## src/rtl/epmp_chk_pkg.sv

```systemverilog
package epmp_chk_pkg;
  typedef logic [2:0] perm_t;

  localparam int unsigned PB_R = 0;
  localparam int unsigned PB_W = 1;
  localparam int unsigned PB_X = 2;
  localparam int unsigned CB_L = 7;
  localparam int unsigned CB_MODE = 3;

  localparam perm_t P_NONE = 3'b000;
  localparam perm_t P_R    = 3'b001;
  localparam perm_t P_RW   = 3'b011;
  localparam perm_t P_X    = 3'b100;
  localparam perm_t P_RX   = 3'b101;
  localparam perm_t P_RWX  = 3'b111;

  // lockdown permission decode, idx = {L,R,W,X}
  function automatic perm_t lockdown_perm(input logic m_mode, input logic [3:0] idx);
    perm_t p;
    p = P_NONE;
    if (m_mode) begin
      unique case (idx)
        4'd2, 4'd3, 4'd14:   p = P_RW;
        4'd9, 4'd10:         p = P_X;
        4'd11, 4'd13:        p = P_RX;
        4'd12, 4'd15:        p = P_R;
        default:             p = P_NONE;
      endcase
    end else begin
      unique case (idx)
        4'd1, 4'd10, 4'd11:  p = P_X;
        4'd2, 4'd4, 4'd15:   p = P_R;
        4'd3, 4'd6:          p = P_RW;
        4'd5:                p = P_RX;
        4'd7:                p = P_RWX;
        default:             p = P_NONE;
      endcase
    end
    return p;
  endfunction
endpackage

```

## src/rtl/epmp_chk_entry.sv

```systemverilog
module epmp_chk_entry
  import epmp_chk_pkg::*;
(
  input  logic [7:0] cfg_i,
  input  logic       lo_hit_i,
  input  logic       hi_hit_i,
  input  logic       lockdown_i,
  input  logic       m_mode_i,
  output logic       engaged_o,
  output logic       full_o,
  output perm_t      perm_o
);
  logic       active;
  logic [3:0] idx;
  perm_t      own;

  assign active    = cfg_i[CB_MODE +: 2] != 2'b00;
  assign engaged_o = active && (lo_hit_i || hi_hit_i);
  assign full_o    = active && lo_hit_i && hi_hit_i;
  assign own       = cfg_i[2:0];
  assign idx       = {cfg_i[CB_L], cfg_i[PB_R], cfg_i[PB_W], cfg_i[PB_X]};

  always_comb begin
    if (lockdown_i)
      perm_o = lockdown_perm(m_mode_i, idx);
    else if (m_mode_i && !cfg_i[CB_L])
      perm_o = P_RWX;
    else
      perm_o = own;
  end

  always_comb begin

    if (lockdown_i && m_mode_i)
      m_no_rwx_chk: assert (perm_o != P_RWX);

    if (lockdown_i && !m_mode_i && perm_o[PB_W])
      u_w_needs_r_chk: assert (perm_o[PB_R]);
  end
endmodule

```

## src/rtl/epmp_chk_prio.sv

```systemverilog
module epmp_chk_prio #(
  parameter int unsigned NUM_ENTRIES = 8
) (
  input  logic [NUM_ENTRIES-1:0] req_i,
  output logic [NUM_ENTRIES-1:0] sel_o,
  output logic                   any_o
);
  logic [NUM_ENTRIES:0] blocked;

  assign blocked[0] = 1'b0;
  for (genvar i = 0; i < NUM_ENTRIES; i++) begin : g_chain
    assign sel_o[i]       = req_i[i] && !blocked[i];
    assign blocked[i + 1] = blocked[i] || req_i[i];
  end
  assign any_o = blocked[NUM_ENTRIES];

  always_comb begin

    sel_onehot_chk: assert ($onehot0(sel_o));
  end
endmodule

```

## src/rtl/epmp_chk_dflt.sv

```systemverilog
module epmp_chk_dflt
  import epmp_chk_pkg::*;
(
  input  logic  whitelist_i,
  input  logic  lockdown_i,
  input  logic  m_mode_i,
  input  perm_t req_i,
  output perm_t perm_o,
  output logic  ok_o
);
  always_comb begin
    perm_o = P_NONE;
    ok_o   = 1'b0;
    if (whitelist_i) begin
      perm_o = P_NONE;
      ok_o   = 1'b0;
    end else if (lockdown_i) begin
      if (m_mode_i && !req_i[PB_X]) begin
        perm_o = P_RW;
        ok_o   = 1'b1;
      end
    end else if (m_mode_i) begin
      perm_o = P_RWX;
      ok_o   = 1'b1;
    end
  end
endmodule

```

## src/rtl/epmp_chk_top.sv

```systemverilog
module epmp_chk_top
  import epmp_chk_pkg::*;
#(
  parameter int unsigned NUM_ENTRIES = 8
) (
  input  logic [2:0]               req_perm_i,
  input  logic                     m_mode_i,
  input  logic [8*NUM_ENTRIES-1:0] cfg_i,
  input  logic [NUM_ENTRIES-1:0]   lo_hit_i,
  input  logic [NUM_ENTRIES-1:0]   hi_hit_i,
  input  logic                     enh_en_i,
  input  logic                     lockdown_i,
  input  logic                     whitelist_i,
  output logic [2:0]               allow_o,
  output logic                     grant_o
);
  logic                   lockdown_eff, whitelist_eff;
  logic [NUM_ENTRIES-1:0] engaged, full, sel;
  perm_t                  perm [NUM_ENTRIES];
  logic                   any_engaged, sel_full, dflt_ok;
  perm_t                  sel_perm, dflt_perm;

  assign lockdown_eff  = enh_en_i && lockdown_i;
  assign whitelist_eff = enh_en_i && whitelist_i;

  for (genvar i = 0; i < NUM_ENTRIES; i++) begin : g_ent
    epmp_chk_entry u_ent (
      .cfg_i      (cfg_i[8*i +: 8]),
      .lo_hit_i   (lo_hit_i[i]),
      .hi_hit_i   (hi_hit_i[i]),
      .lockdown_i (lockdown_eff),
      .m_mode_i   (m_mode_i),
      .engaged_o  (engaged[i]),
      .full_o     (full[i]),
      .perm_o     (perm[i])
    );
  end

  epmp_chk_prio #(.NUM_ENTRIES(NUM_ENTRIES)) u_prio (
    .req_i (engaged),
    .sel_o (sel),
    .any_o (any_engaged)
  );

  epmp_chk_dflt u_dflt (
    .whitelist_i (whitelist_eff),
    .lockdown_i  (lockdown_eff),
    .m_mode_i    (m_mode_i),
    .req_i       (req_perm_i),
    .perm_o      (dflt_perm),
    .ok_o        (dflt_ok)
  );

  always_comb begin
    sel_perm = P_NONE;
    sel_full = 1'b0;
    for (int i = 0; i < NUM_ENTRIES; i++) begin
      if (sel[i]) begin
        sel_perm = perm[i];
        sel_full = full[i];
      end
    end
  end

  always_comb begin
    if (!any_engaged) begin
      allow_o = dflt_perm;
      grant_o = dflt_ok;
    end else if (!sel_full) begin
      allow_o = P_NONE;
      grant_o = 1'b0;
    end else begin
      allow_o = sel_perm;
      grant_o = (req_perm_i & ~sel_perm) == 3'b000;
    end
  end

  always_comb begin

    if (whitelist_eff && !any_engaged)
      wl_deny_chk: assert (!grant_o && allow_o == P_NONE);

    if (any_engaged && !sel_full)
      partial_deny_chk: assert (!grant_o && allow_o == P_NONE);

    if (grant_o)
      grant_subset_chk: assert ((req_perm_i & ~allow_o) == 3'b000);
  end
endmodule

```

## config.mk

```make
export PLATFORM = sky130hd
export DESIGN_NAME = epmp_chk_top
export DESIGN_NICKNAME = d
export VERILOG_FILES = /design/src/rtl/epmp_chk_pkg.sv /design/src/rtl/epmp_chk_entry.sv /design/src/rtl/epmp_chk_prio.sv /design/src/rtl/epmp_chk_dflt.sv /design/src/rtl/epmp_chk_top.sv
export SDC_FILE = /design/constraint.sdc
export NUM_CORES = 1
export LEC_CHECK = 0
export BUFFER_PORTS_ARGS = -buffer_cell sky130_fd_sc_hd__buf_2
export CAP_MARGIN = 10
export CORE_AREA = 10 10 77 92
export DETAILED_ROUTE_END_ITERATION = 7
export DIE_AREA = 0 0 87 102
export GPL_TIMING_DRIVEN = 0
export PLACE_DENSITY = 0.74
export SLEW_MARGIN = 5
export SYNTH_ARGS = -nofsm -noshare
export SYNTH_HDL_FRONTEND = slang
export SYNTH_HIERARCHICAL = 1
export SYNTH_SLANG_ARGS = --single-unit
```

## constraint.sdc

```tcl
create_clock -name vclk -period 7.73
set_clock_uncertainty 0.2 [all_clocks]
set_input_delay 1.9325 -clock vclk [all_inputs]
set_output_delay 1.9325 -clock vclk [all_outputs]
set_load 0.005 [all_outputs]
```

* Word-level counts from Yosys, hierarchy flattened
Memory sizes are Yosys's and may differ from the RTL's.
Index checks and enable logic that the tools add are counted.
Widths: inputs -> output; s select.
** Cells by class
- Multiplexer cells :: 52
- Bitwise gates (word level) :: 2
- Reductions and logical operators :: 82
** Operators by type and width (number)
- $mux 3 :: 37
- $logic_and 1x1->1 :: 42
- $logic_not 1->1 :: 16
- $reduce_bool 2->1 :: 8
- $logic_or 1x1->1 :: 15
- $mux 1 :: 14
- $and 3x3->3 :: 1
- $logic_not 3->1 :: 1
- $not 3->3 :: 1
- $mux 2 :: 1
** Storage, ports and cells
- Register bits after elaboration :: 0
- Bits in read-only memories :: 768
- Input port bits :: 87
- Word-level logic and storage cells :: 152
- Memories :: 16
** Memory list
- (name not given) :: depth 16, width 3, rd ports 1, clocked after memory_dff 0, write ports 0, line epmp_chk_pkg.sv:22 : unique case (idx)
- (name not given) :: depth 16, width 3, rd ports 1, clocked after memory_dff 0, write ports 0, line epmp_chk_pkg.sv:30 : unique case (idx)
- (name not given) :: depth 16, width 3, rd ports 1, clocked after memory_dff 0, write ports 0, line epmp_chk_pkg.sv:22
- (name not given) :: depth 16, width 3, rd ports 1, clocked after memory_dff 0, write ports 0, line epmp_chk_pkg.sv:30
- (name not given) :: depth 16, width 3, rd ports 1, clocked after memory_dff 0, write ports 0, line epmp_chk_pkg.sv:22
- (name not given) :: depth 16, width 3, rd ports 1, clocked after memory_dff 0, write ports 0, line epmp_chk_pkg.sv:30
- 10 more memories

* Longest topological paths before layout
Gate-level depths: netlist (run 1).
- Depth after elaboration :: 17
- Mapped depth :: 9
- Mapped depth without buffers :: 9

* Modules after synthesis
The synthesis (run 1) kept the hierarchy.
** By module, submodules not included
- epmp_chk_entry :: instances 8, cells each 26, area each 187.7 um^2, seq. area each 0.0 um^2
- epmp_chk_top :: instances 1, cells each 67, area each 426.7 um^2, seq. area each 0.0 um^2
- epmp_chk_prio :: instances 1, cells each 12, area each 96.3 um^2, seq. area each 0.0 um^2
- epmp_chk_dflt :: instances 1, cells each 5, area each 41.3 um^2, seq. area each 0.0 um^2

* Least setup slack after synthesis (run 1)
Ideal clock, no wire load.
- Kind :: input to output
- Start point :: input port lockdown_i
- End point :: output port grant_o
- Arrival :: 4.422 ns
- Path slack :: 1.176 ns
- Cell stages on the path :: 8
- Buffers on the path :: 0
- Cell sequence :: and2_1 inv_1 o32a_1 o221ai_1 a221oi_1 nor4_1 o32ai_1 a222oi_1
** RTL lines
- from (decl) :: line epmp_chk_top.sv:12 : input logic lockdown_i,
- to (decl) :: line epmp_chk_top.sv:15 : output logic grant_o

* Worst setup path in the final report (run 1)
- Start point :: input port cfg_i[4]
- End point :: output port grant_o
** Between the ends
- Cells in the longest elaborated chain, start to end :: 16
- Elaborated cells on any way between the ends :: 46
- Those cells by class :: mux: 18; bitwise: 2; reduce/logical: 26
** RTL lines
- from (decl) :: line epmp_chk_top.sv:8 : input logic [8*NUM_ENTRIES-1:0] cfg_i,
- $reduce_bool 2->1 (*) :: line epmp_chk_entry.sv:17 : assign active = cfg_i[CB_MODE +: 2] != 2'b00;
- $logic_and 1x1->1 (*) :: line epmp_chk_entry.sv:18 : assign engaged_o = active && (lo_hit_i || hi_hit_i);
- via engaged[0] :: line epmp_chk_top.sv:18 : logic [NUM_ENTRIES-1:0] engaged, full, sel;
- $logic_or 1x1->1 (*) (2 in series) :: line epmp_chk_prio.sv:13 : assign blocked[i + 1] = blocked[i] || req_i[i];
- $logic_not 1->1 (*) :: line epmp_chk_prio.sv:12 : assign sel_o[i] = req_i[i] && !blocked[i];
- $logic_and 1x1->1 (*) :: line epmp_chk_prio.sv:12
- via sel[3] :: line epmp_chk_top.sv:18
- $mux 3 (5 in series) :: line epmp_chk_top.sv:58 : if (sel[i]) begin
- $not 3->3 :: line epmp_chk_top.sv:74 : grant_o = (req_perm_i & ~sel_perm) == 3'b000;
- $and 3x3->3 :: line epmp_chk_top.sv:74
- $logic_not 3->1 :: line epmp_chk_top.sv:74
- $mux 1 (*) :: line epmp_chk_top.sv:69 : end else if (!sel_full) begin
- $mux 1 (*) :: line epmp_chk_top.sv:66 : if (!any_engaged) begin
The timed path passes the listed nets; every way through them passes the cells marked *.

==> results of run 1 <==
cells by family after synthesis:
group | share of synthesized area (%)
AND/OR/NAND/NOR | 38.3
buffers and inverters | 8.42
AO/OA/AOI/OAI | 52.3
multiplexers | 0.485
XOR/XNOR | 0.424
path summary, 6_finish.rpt:
path                  end  cells after the start
setup / recovery  grant_o                      9
hold / removal    grant_o                      4
per-stage QoR:
step	instance area (sq um)	utilization [%]	power, W
detailed placement	2510	47.7	0.000128
global route	2510	47.7	0.000143
CTS	2510	47.7	0.000129
floorplan	2070	-	0.0000797
finish	2510	47.7	0.000129
global placement	2480	47.1	0.000123
routing by layer:
| layer | up-vias | track usage, % | share of wire (%) |
|---|---|---|---|
| met3 | 2 | 3.11 | 7.9 |
| li1 | 1301 | - | - |
| met5 | - | 0 | 0 |
| met4 | 0 | 0.375 | 0.13 |
| met2 | 72 | 21.9 | 47 |
| met1 | 1178 | 16.0 | 45 |
final cells by class:
| class | count | area [sq um] |
|---|---|---|
| inverter | 24 | 90.1 |
| multi-input combinational | 254 | 1890 |
| buffer | 14 | 83.8 |
| tap | 62 | 77.6 |
| fill | 539 | 2750 |
| timing repair buffer | 68 | 363 |
report_power, final:
group | total [W] | leakage, nW | internal, W | switching [W]
sequential | 0 | 0 | 0 | 0
clock | 0 | 0 | 0 | 0
combinational | 0.000129 | 1.13 | 0.0000609 | 0.0000678
synth_stat cells, drive strengths merged (2+ instances only):
master | count | area share [%]
a21o | 8 | 3.3
a21oi | 16 | 4.1
a221o | 8 | 3.9
a221oi | 3 | 1.3
a31o | 7 | 3.0
a32oi | 7 | 3.0
and2 | 6 | 1.9
and3b | 9 | 3.8
and4b | 2 | 1.0
buf | 13 | 3.8
inv | 24 | 4.4
nand2 | 11 | 2.0
nand2b | 11 | 4.1
nand3 | 5 | 1.2
nand3b | 9 | 3.3
nand4b | 7 | 3.0
nor2 | 22 | 4.1
nor2b | 11 | 4.2
nor3 | 2 | 0.48
nor3b | 6 | 2.2
nor4 | 2 | 1.3
o211a | 8 | 3.9
o211ai | 15 | 7.1
o21ai | 14 | 3.4
o221ai | 11 | 4.7
o22a | 8 | 3.4
o22ai | 4 | 1.2
o31a | 7 | 3.0
o31ai | 7 | 2.5
or2 | 7 | 2.1
or2b | 7 | 2.5
==> impl_metrics.json, run 1 <==
{
  "hp-class": "in2out",
  "slowest_delay_ns": 0.88,
  "worst_slew_pin_slew_ns": 0.994,
  "grtUsageTotal_pct": 12.6,
  "netlist_instances": 292,
  "die-area_sq_mm": 0.00887,
  "final.clkbuf_count": 0,
  "period_needed_ns": 6.52,
  "place_congestion": 0.858,
  "synth_area_per_cell_sq_um": 7.07,
  "hold_buffers": 0,
  "outcome": "finished, final reports clean",
  "placedCellCount": 422,
  "p_leak_nw": 1.13,
  "grt_start_max_net_pins": 52,
  "fin_crit_sh_pct": 84.3,
  "dp_slack_ns": 1.21,
  "route.detailed.drc": 0,
  "worst-path-buf-inv": 2,
  "dp_hpwl_um": 4990,
  "syn_to_final_growth_pct": 21.4,
  "slew_headroom_pct": 32.8,
  "max_freq_mhz": 153,
  "path_class": "in2out",
  "drive_above_1_share_pct": 31.4,
  "via_per_inst": 6.05,
  "final_common_cell": "buf_2",
  "pin_count": 91,
  "first_global_vias": 2317,
  "finalHoldViolCount": 0,
  "rsz0062_at_grt": "false",
  "worst_slack_ns": 1.21,
  "crit_family": "simple AND/OR/NAND/NOR gates",
  "worstPathArrival_ns": 4.39,
  "cp.required_ns": 5.60,
  "hold_ws_ns": 4.06,
  "synth.distinct_cells": 58,
  "nNetsFinal": 449,
  "seq_area_frac_synth_pct": 0,
  "setup_viol": 0,
  "grt_overflow_total": 0,
  "peakVddDrop_v": 0.0000270,
  "fin_cells": 422,
  "worstPathCellList": "buf_2 > o22a_1 > nor4b_1 > nor2b_1 > a22oi_1 > o21ai_0 > o21ai_0 > a222oi_1 > buf_2",
  "setup_tns_ns": 0,
  "diodes": 0,
  "power_density_mw_per_mm2": 51.3,
  "drtIter0Drc": 222,
  "cts_post_setup_buffers_inserted": 0,
  "syn_nets": 379,
  "end_kind": "output port",
  "die_h_um": 102,
  "placementRows": 29,
  "die_w_um": 87,
  "syn_area_sq_mm": 0.00207,
  "grt_pass1_wl_um": 10100,
  "antenna_found_initial": 0,
  "regArea_sq_um": 0,
  "seq_cells": 0,
  "wl_um": 6180,
  "cts_resized": 0,
  "startpoint": "cfg_i[4]",
  "core_area_sq_mm": 0.00526,
  "cp-start-kind": "primary input",
  "vias": 2553,
  "dr.pass1.iters": 4,
  "antenna_left": 0,
  "hold_path_startpoint": "req_perm_i[1]",
  "worst_path_max_delay_cell": "nor4b_1",
  "layout_common_cells": "buf_2, inv_1, nor2_1",
  "cap_violations": 0,
  "slew_viol_final": 0,
  "wl_per_cell_um": 14.6,
  "worstPathMaxFanout": 5,
  "yosysWarnings": 6,
  "port-buffer-count": 67,
  "start_util_pct": 39.3
}
No activity file was read; power rests on OpenSTA's default activity.
==> run 2, diff against run 1 <==
--- a/config.mk
+++ b/config.mk
@@ -5,11 +5,12 @@
 export SDC_FILE = /design/constraint.sdc
 export NUM_CORES = 1
 export LEC_CHECK = 0
+export ABC_AREA = 1
 export BUFFER_PORTS_ARGS = -buffer_cell sky130_fd_sc_hd__buf_2
 export CAP_MARGIN = 10
-export CORE_AREA = 10 10 77 92
+export CORE_AREA = 10 10 82 98
 export DETAILED_ROUTE_END_ITERATION = 7
-export DIE_AREA = 0 0 87 102
+export DIE_AREA = 0 0 92 108
 export GPL_TIMING_DRIVEN = 0
 export PLACE_DENSITY = 0.74
 export SLEW_MARGIN = 5
==> constraint.sdc (replaced) <==
create_clock -name vclk -period 5.34
set_clock_uncertainty 0.2 [all_clocks]
set_input_delay 1.335 -clock vclk [all_inputs]
set_output_delay 1.335 -clock vclk [all_outputs]
set_load 0.005 [all_outputs]
==> run 2 against run 1 <==
  * Setup slack got worse by 0.84 ns
  * Die area increased by 12%
  * Cell area is 13% higher
  * Non-clock buffer count grew 1
  * Hold slack worse by 1.2 ns
  * Synthesized cell count increased by 93%
  * Critical endpoint is now allow_o[0]
  * Flip-flop and latch count is the same
  * First-iteration DRC count down 52%
  * Global-route usage is 0.37 points higher
==> impl_metrics.json, run 2 <==
{
  "outcome": "finished, final reports clean",
  "multi_input_area_sq_mm": 0.00184,
  "yosys-top-cells-area": "nand2_1, nor2_1, inv_1, nand3_1, a21oi_1",
  "worst_slew_pin_slew_ns": 0.865,
  "nNetsFinal": 729,
  "syn_nets": 652,
  "routed-wl-met2_um": 3640,
  "drtIter0Drc": 107,
  "wl_met1_um": 2970,
  "regArea_sq_um": 0,
  "worstPathMaxFanout": 49,
  "setup_tns_ns": 0,
  "synth_top_cell_by_area": "nand2_1",
  "cap_violations": 0,
  "place_congestion": 0.854,
  "yosysWarnings": 6,
  "synth_top_area_share_pct": 30.5,
  "slew_viol_final": 0,
  "cp-start-kind": "primary input",
  "finalHoldViolCount": 0,
  "seq_area_frac_synth_pct": 0,
  "first_global_vias": 3143,
  "dr.pass1.iters": 4,
  "final_common_cell": "nand2_1",
  "syn_to_final_growth_pct": 20.6,
  "layout_common_cells": "nand2_1, nor2_1, inv_1",
  "setup_viol": 0,
  "syn_area_sq_mm": 0.00236,
  "grt_overflow_total": 0,
  "synth_area_per_cell_sq_um": 4.18,
  "die-area_sq_mm": 0.00994,
  "p_leak_nw": 1.90,
  "die_h_um": 108,
  "diodes": 0,
  "route.met3.wl_um": 353,
  "core_area_sq_mm": 0.00625,
  "placementRows": 32,
  "peakVddDrop_v": 0.0000512,
  "end_kind": "output port",
  "port-buffer-count": 75,
  "final.clkbuf_count": 0,
  "grt_start_max_net_pins": 50,
  "cp.required_ns": 3.81,
  "holdPathStages": 7,
  "pin_count": 91,
  "fill_cells": 745,
  "top_layer": "met4",
  "route.detailed.drc": 0,
  "start_util_pct": 37.8,
  "grt_pass1_wl_um": 11900,
  "path_class": "in2out",
  "die_w_um": 92,
  "fin_crit_sh_pct": 93.1,
  "worstPathArrival_ns": 3.44,
  "via_per_inst": 4.65,
  "netlist_instances": 565,
  "antenna_found_initial": 0,
  "grtUsageTotal_pct": 13.0,
  "yosys.cell_count.top_type": "nand2_1",
  "period_needed_ns": 4.97,
  "max_freq_mhz": 201,
  "total_power_w": 0.000212,
  "drive_above_1_share_pct": 20.8,
  "wl_um": 6980,
  "dp_hpwl_um": 5890,
  "power_density_mw_per_mm2": 74.7,
  "slew_headroom_pct": 42.3,
  "synth.distinct_cells": 20,
  "yosys-top-cells-count": "nand2_1, nor2_1, inv_1",
  "hp-class": "in2out",
  "antenna_left": 0,
  "seq_cells": 0,
  "wl_per_cell_um": 9.62,
  "rsz0062_at_grt": "false",
  "vias": 3369
}
## run 2: changes by cell type in the layout (fill, tap and decap cells not counted), sizes merged, moves of 9 or more
cell / delta
nand2b: -11
nand2: +184
nand3: +60
o211ai: -15
nor2b: -11
nor2: +88
and3b: -9
o221ai: -11
a21oi: +22
nand3b: -9
inv: +98
## run 2: cell families after synthesis
group | count (synthesis) | share of synthesized area, %
buf+inv | 132 | 21.9
compound gates | 50 | 11.0
simple gates | 383 | 67.1
## run 2: critical path, stage by stage
cell,delay [ns]
buf_2,0.65
nand3_1,0.16
nand2_1,0.11
inv_1,0.05
nand2_1,0.05
nor2_1,0.05
nor2_1,0.08
inv_1,0.04
a21oi_1,0.13
nand2_1,0.08
nand2_1,0.06
nand2_1,0.05
nand2_1,0.07
a21boi_0,0.10
o21ai_0,0.24
buf_2,0.16
## run 2: layer usage
layer  vias up  global-route usage, %
met3         2                   1.53
met5         -                      0
met4         0                  0.883
met2        70                   26.7
met1      1437                   14.2
li1       1860                      -
## run 2: area by class of cell
cell class,instances,area share (%)
Inverter,124,16.5
Timing Repair Buffer,75,13.2
Tap cell,85,3.74
Buffer,8,1.80
Multi-Input combinational cell,433,64.8
## run 2: timing repair
action | 4_1_cts | 5_1_grt
buffers inserted | 0 | 0
endpoints found under the setup margin | 0 | 2
gates resized for setup | 0 | 1
hold buffers | 0 | 0
## run 2: worst paths after layout
path,from,slack [ns],to
worst min-delay path,req_perm_i[1],2.91,grant_o
worst max-delay path,m_mode_i,0.37,allow_o[0]
## run 2: stage by stage
step                util, %  instance area, sq um  hold slack, ns  std cells  worst slack [ns]
finish                 45.6                  2850            2.91        725             0.368
global placement       45.5                  2840            2.93        725             0.257
detailed placement     45.5                  2840            2.93        725             0.202
global route           45.6                  2850            2.96        725             0.117
CTS                    45.5                  2840            2.93        725             0.200
floorplan                 -                  2360            2.68        565             0.954
## run 2: power by group
part           switching, W  internal (W)
combinational      0.000132     0.0000800
clock                     0             0
sequential                0             0
==> run 3, diff against run 2 <==
--- a/config.mk
+++ b/config.mk
@@ -13,6 +13,7 @@
 export DIE_AREA = 0 0 92 108
 export GPL_TIMING_DRIVEN = 0
 export PLACE_DENSITY = 0.74
+export RECOVER_POWER = 50
 export SLEW_MARGIN = 5
 export SYNTH_ARGS = -nofsm -noshare
 export SYNTH_HDL_FRONTEND = slang
==> run 3 against run 2 <==
  * Cell count is the same
  * Sequential share of layout area unchanged
  * Setup slack worse by 0.0011 ns
  * Die area stayed put
  * Cell area about the same
  * Via count rose by 0.12%
  * Critical endpoint unchanged
==> impl_metrics.json, run 3 (synthesis results as in run 2) <==
{
  "worst_slew_pin_slew_ns": 0.865,
  "start_util_pct": 37.8,
  "power_density_mw_per_mm2": 74.6,
  "cap_violations": 0,
  "outcome": "finished, final reports clean",
  "drive_above_1_share_pct": 20.6,
  "peakVddDrop_v": 0.0000512,
  "p_leak_nw": 1.89,
  "regArea_sq_um": 0,
  "cp.required_ns": 3.81,
  "hold_buffers": 0,
  "path_class": "in2out",
  "min_to": "grant_o",
  "place_congestion": 0.854,
  "port-buffer-count": 75,
  "comb_power_share_pct": 100.0,
  "wl_per_cell_um": 9.62,
  "final.clkbuf_count": 0,
  "power_switching_w": 0.000132,
  "holdPathStages": 7,
  "worstPathCellList": "buf_2 > nand2_1 > clkinvlp_4 > nand2_1 > inv_1 > nand2_1 > nor2_1 > nor2_1 > inv_1 > a21oi_1 > nand2_1 > nand2_1 > nand2_1 > nand2_1 > a21boi_0 > o21ai_0 > buf_2",
  "worst_path_max_delay_cell": "clkinvlp_4",
  "end_kind": "output port",
  "crit_top_cell": "nand2_1",
  "final_common_cell": "nand2_1",
  "syn_to_final_growth_pct": 20.5,
  "drtIter0Drc": 107,
  "grt_start_max_net_pins": 50,
  "hp-class": "in2out",
  "setup_tns_ns": 0,
  "route.detailed.drc": 0,
  "dp_hpwl_um": 5890,
  "vias": 3373,
  "fin_cells": 725,
  "total_power_w": 0.000212,
  "max_freq_mhz": 201,
  "placementRows": 32,
  "slowest_delay_ns": 0.50,
  "grtUsageTotal_pct": 13.0,
  "startpoint": "enh_en_i",
  "via_per_inst": 4.65,
  "pin_count": 91,
  "die_h_um": 108,
  "first_global_vias": 3143,
  "die_w_um": 92,
  "clockPowerShare_pct": 0,
  "fin_crit_sh_pct": 93.1,
  "finalHoldViolCount": 0,
  "placedCellCount": 725,
  "p_int_w": 0.0000799,
  "fill_cells": 745,
  "rsz0062_at_grt": "false",
  "pwr-share-seq_pct": 0,
  "grt_pass1_wl_um": 11900,
  "slew_viol_final": 0,
  "slew_headroom_pct": 42.3,
  "layout_common_cells": "nand2_1, nor2_1, inv_1",
  "seq_cells": 0,
  "antenna_left": 0,
  "worstPathArrival_ns": 3.44,
  "cp-start-kind": "primary input",
  "setup_viol": 0,
  "core_area_sq_mm": 0.00625,
  "grt_overflow_total": 0,
  "switching_share_pct": 62.4,
  "hold_path_startpoint": "req_perm_i[1]",
  "die-area_sq_mm": 0.00994,
  "wl_um": 6980,
  "period_needed_ns": 4.97,
  "dr.pass1.iters": 4,
  "worstPathMaxFanout": 34,
  "nNetsFinal": 729,
  "antenna_found_initial": 0,
  "diodes": 0
}
## run 3: cell count changes in the layout (fill, tap and decap cells not counted), sizes merged
cell    delta
buf        -1
clkbuf     +1
## run 3: repair_timing
item	4_1_cts	5_1_grt
setup buffers	0	0
gates resized for setup	0	1
setup endpoints to repair	0	2
## run 3: worst max-delay path by stage
stage / to / slack [ns] / cells past startpoint
finish: allow_o[0] / 0.37 / 17
global route: allow_o[0] / 0.12 / 16
CTS: allow_o[0] / 0.20 / 17
detailed placement: allow_o[0] / 0.20 / 17
global placement: grant_o / 0.26 / 21
floorplan: grant_o / 0.95 / 19
## run 3: routing by layer
layer / global-route usage [%] / wire length [um] / up-vias / part of all wire [%]
met3: 1.53 / 358 / 2 / 5.1
met2: 26.7 / 3650 / 74 / 52
met5: 0 / 0 / - / 0
met1: 14.2 / 2960 / 1437 / 42
met4: 0.883 / 16 / 0 / 0.23
li1: - / - / 1860 / -
## run 3: layout make-up
type | count | area (sq um) | area share (%)
timing repair buffer | 75 | 374 | 13.2
buffer | 8 | 51.3 | 1.80
multi-input combinational | 433 | 1840 | 64.8
inverter | 124 | 469 | 16.5
tap | 85 | 106 | 3.74
## run 3: per-stage QoR
step	instance area, sq um	setup WS, ns	hold WS, ns	util, %
final	2840	0.367	2.91	45.5
after global routing	2840	0.117	2.96	45.5
after CTS	2840	0.200	2.93	45.5
after detailed placement	2840	0.202	2.93	45.5
after global placement	2840	0.257	2.93	45.5
after floorplan	2360	0.954	2.68	-
## run 3: worst max-delay path: cells and delay by family
family                 cells  cell delay [ns]
buffers and inverters      5             0.85
and+or+nand+nor            9             0.77
AOI/OAI and AO/OA          3             0.47
## run 3: power groups by stage
stage          Clock, W  Sequential, W  Combinational [W]
3_5_place_dp          0              0           0.000213
6_report              0              0           0.000212
3_3_place_gp          0              0           0.000207
4_1_cts               0              0           0.000214
2_1_floorplan         0              0           0.000138
5_1_grt               0              0           0.000246
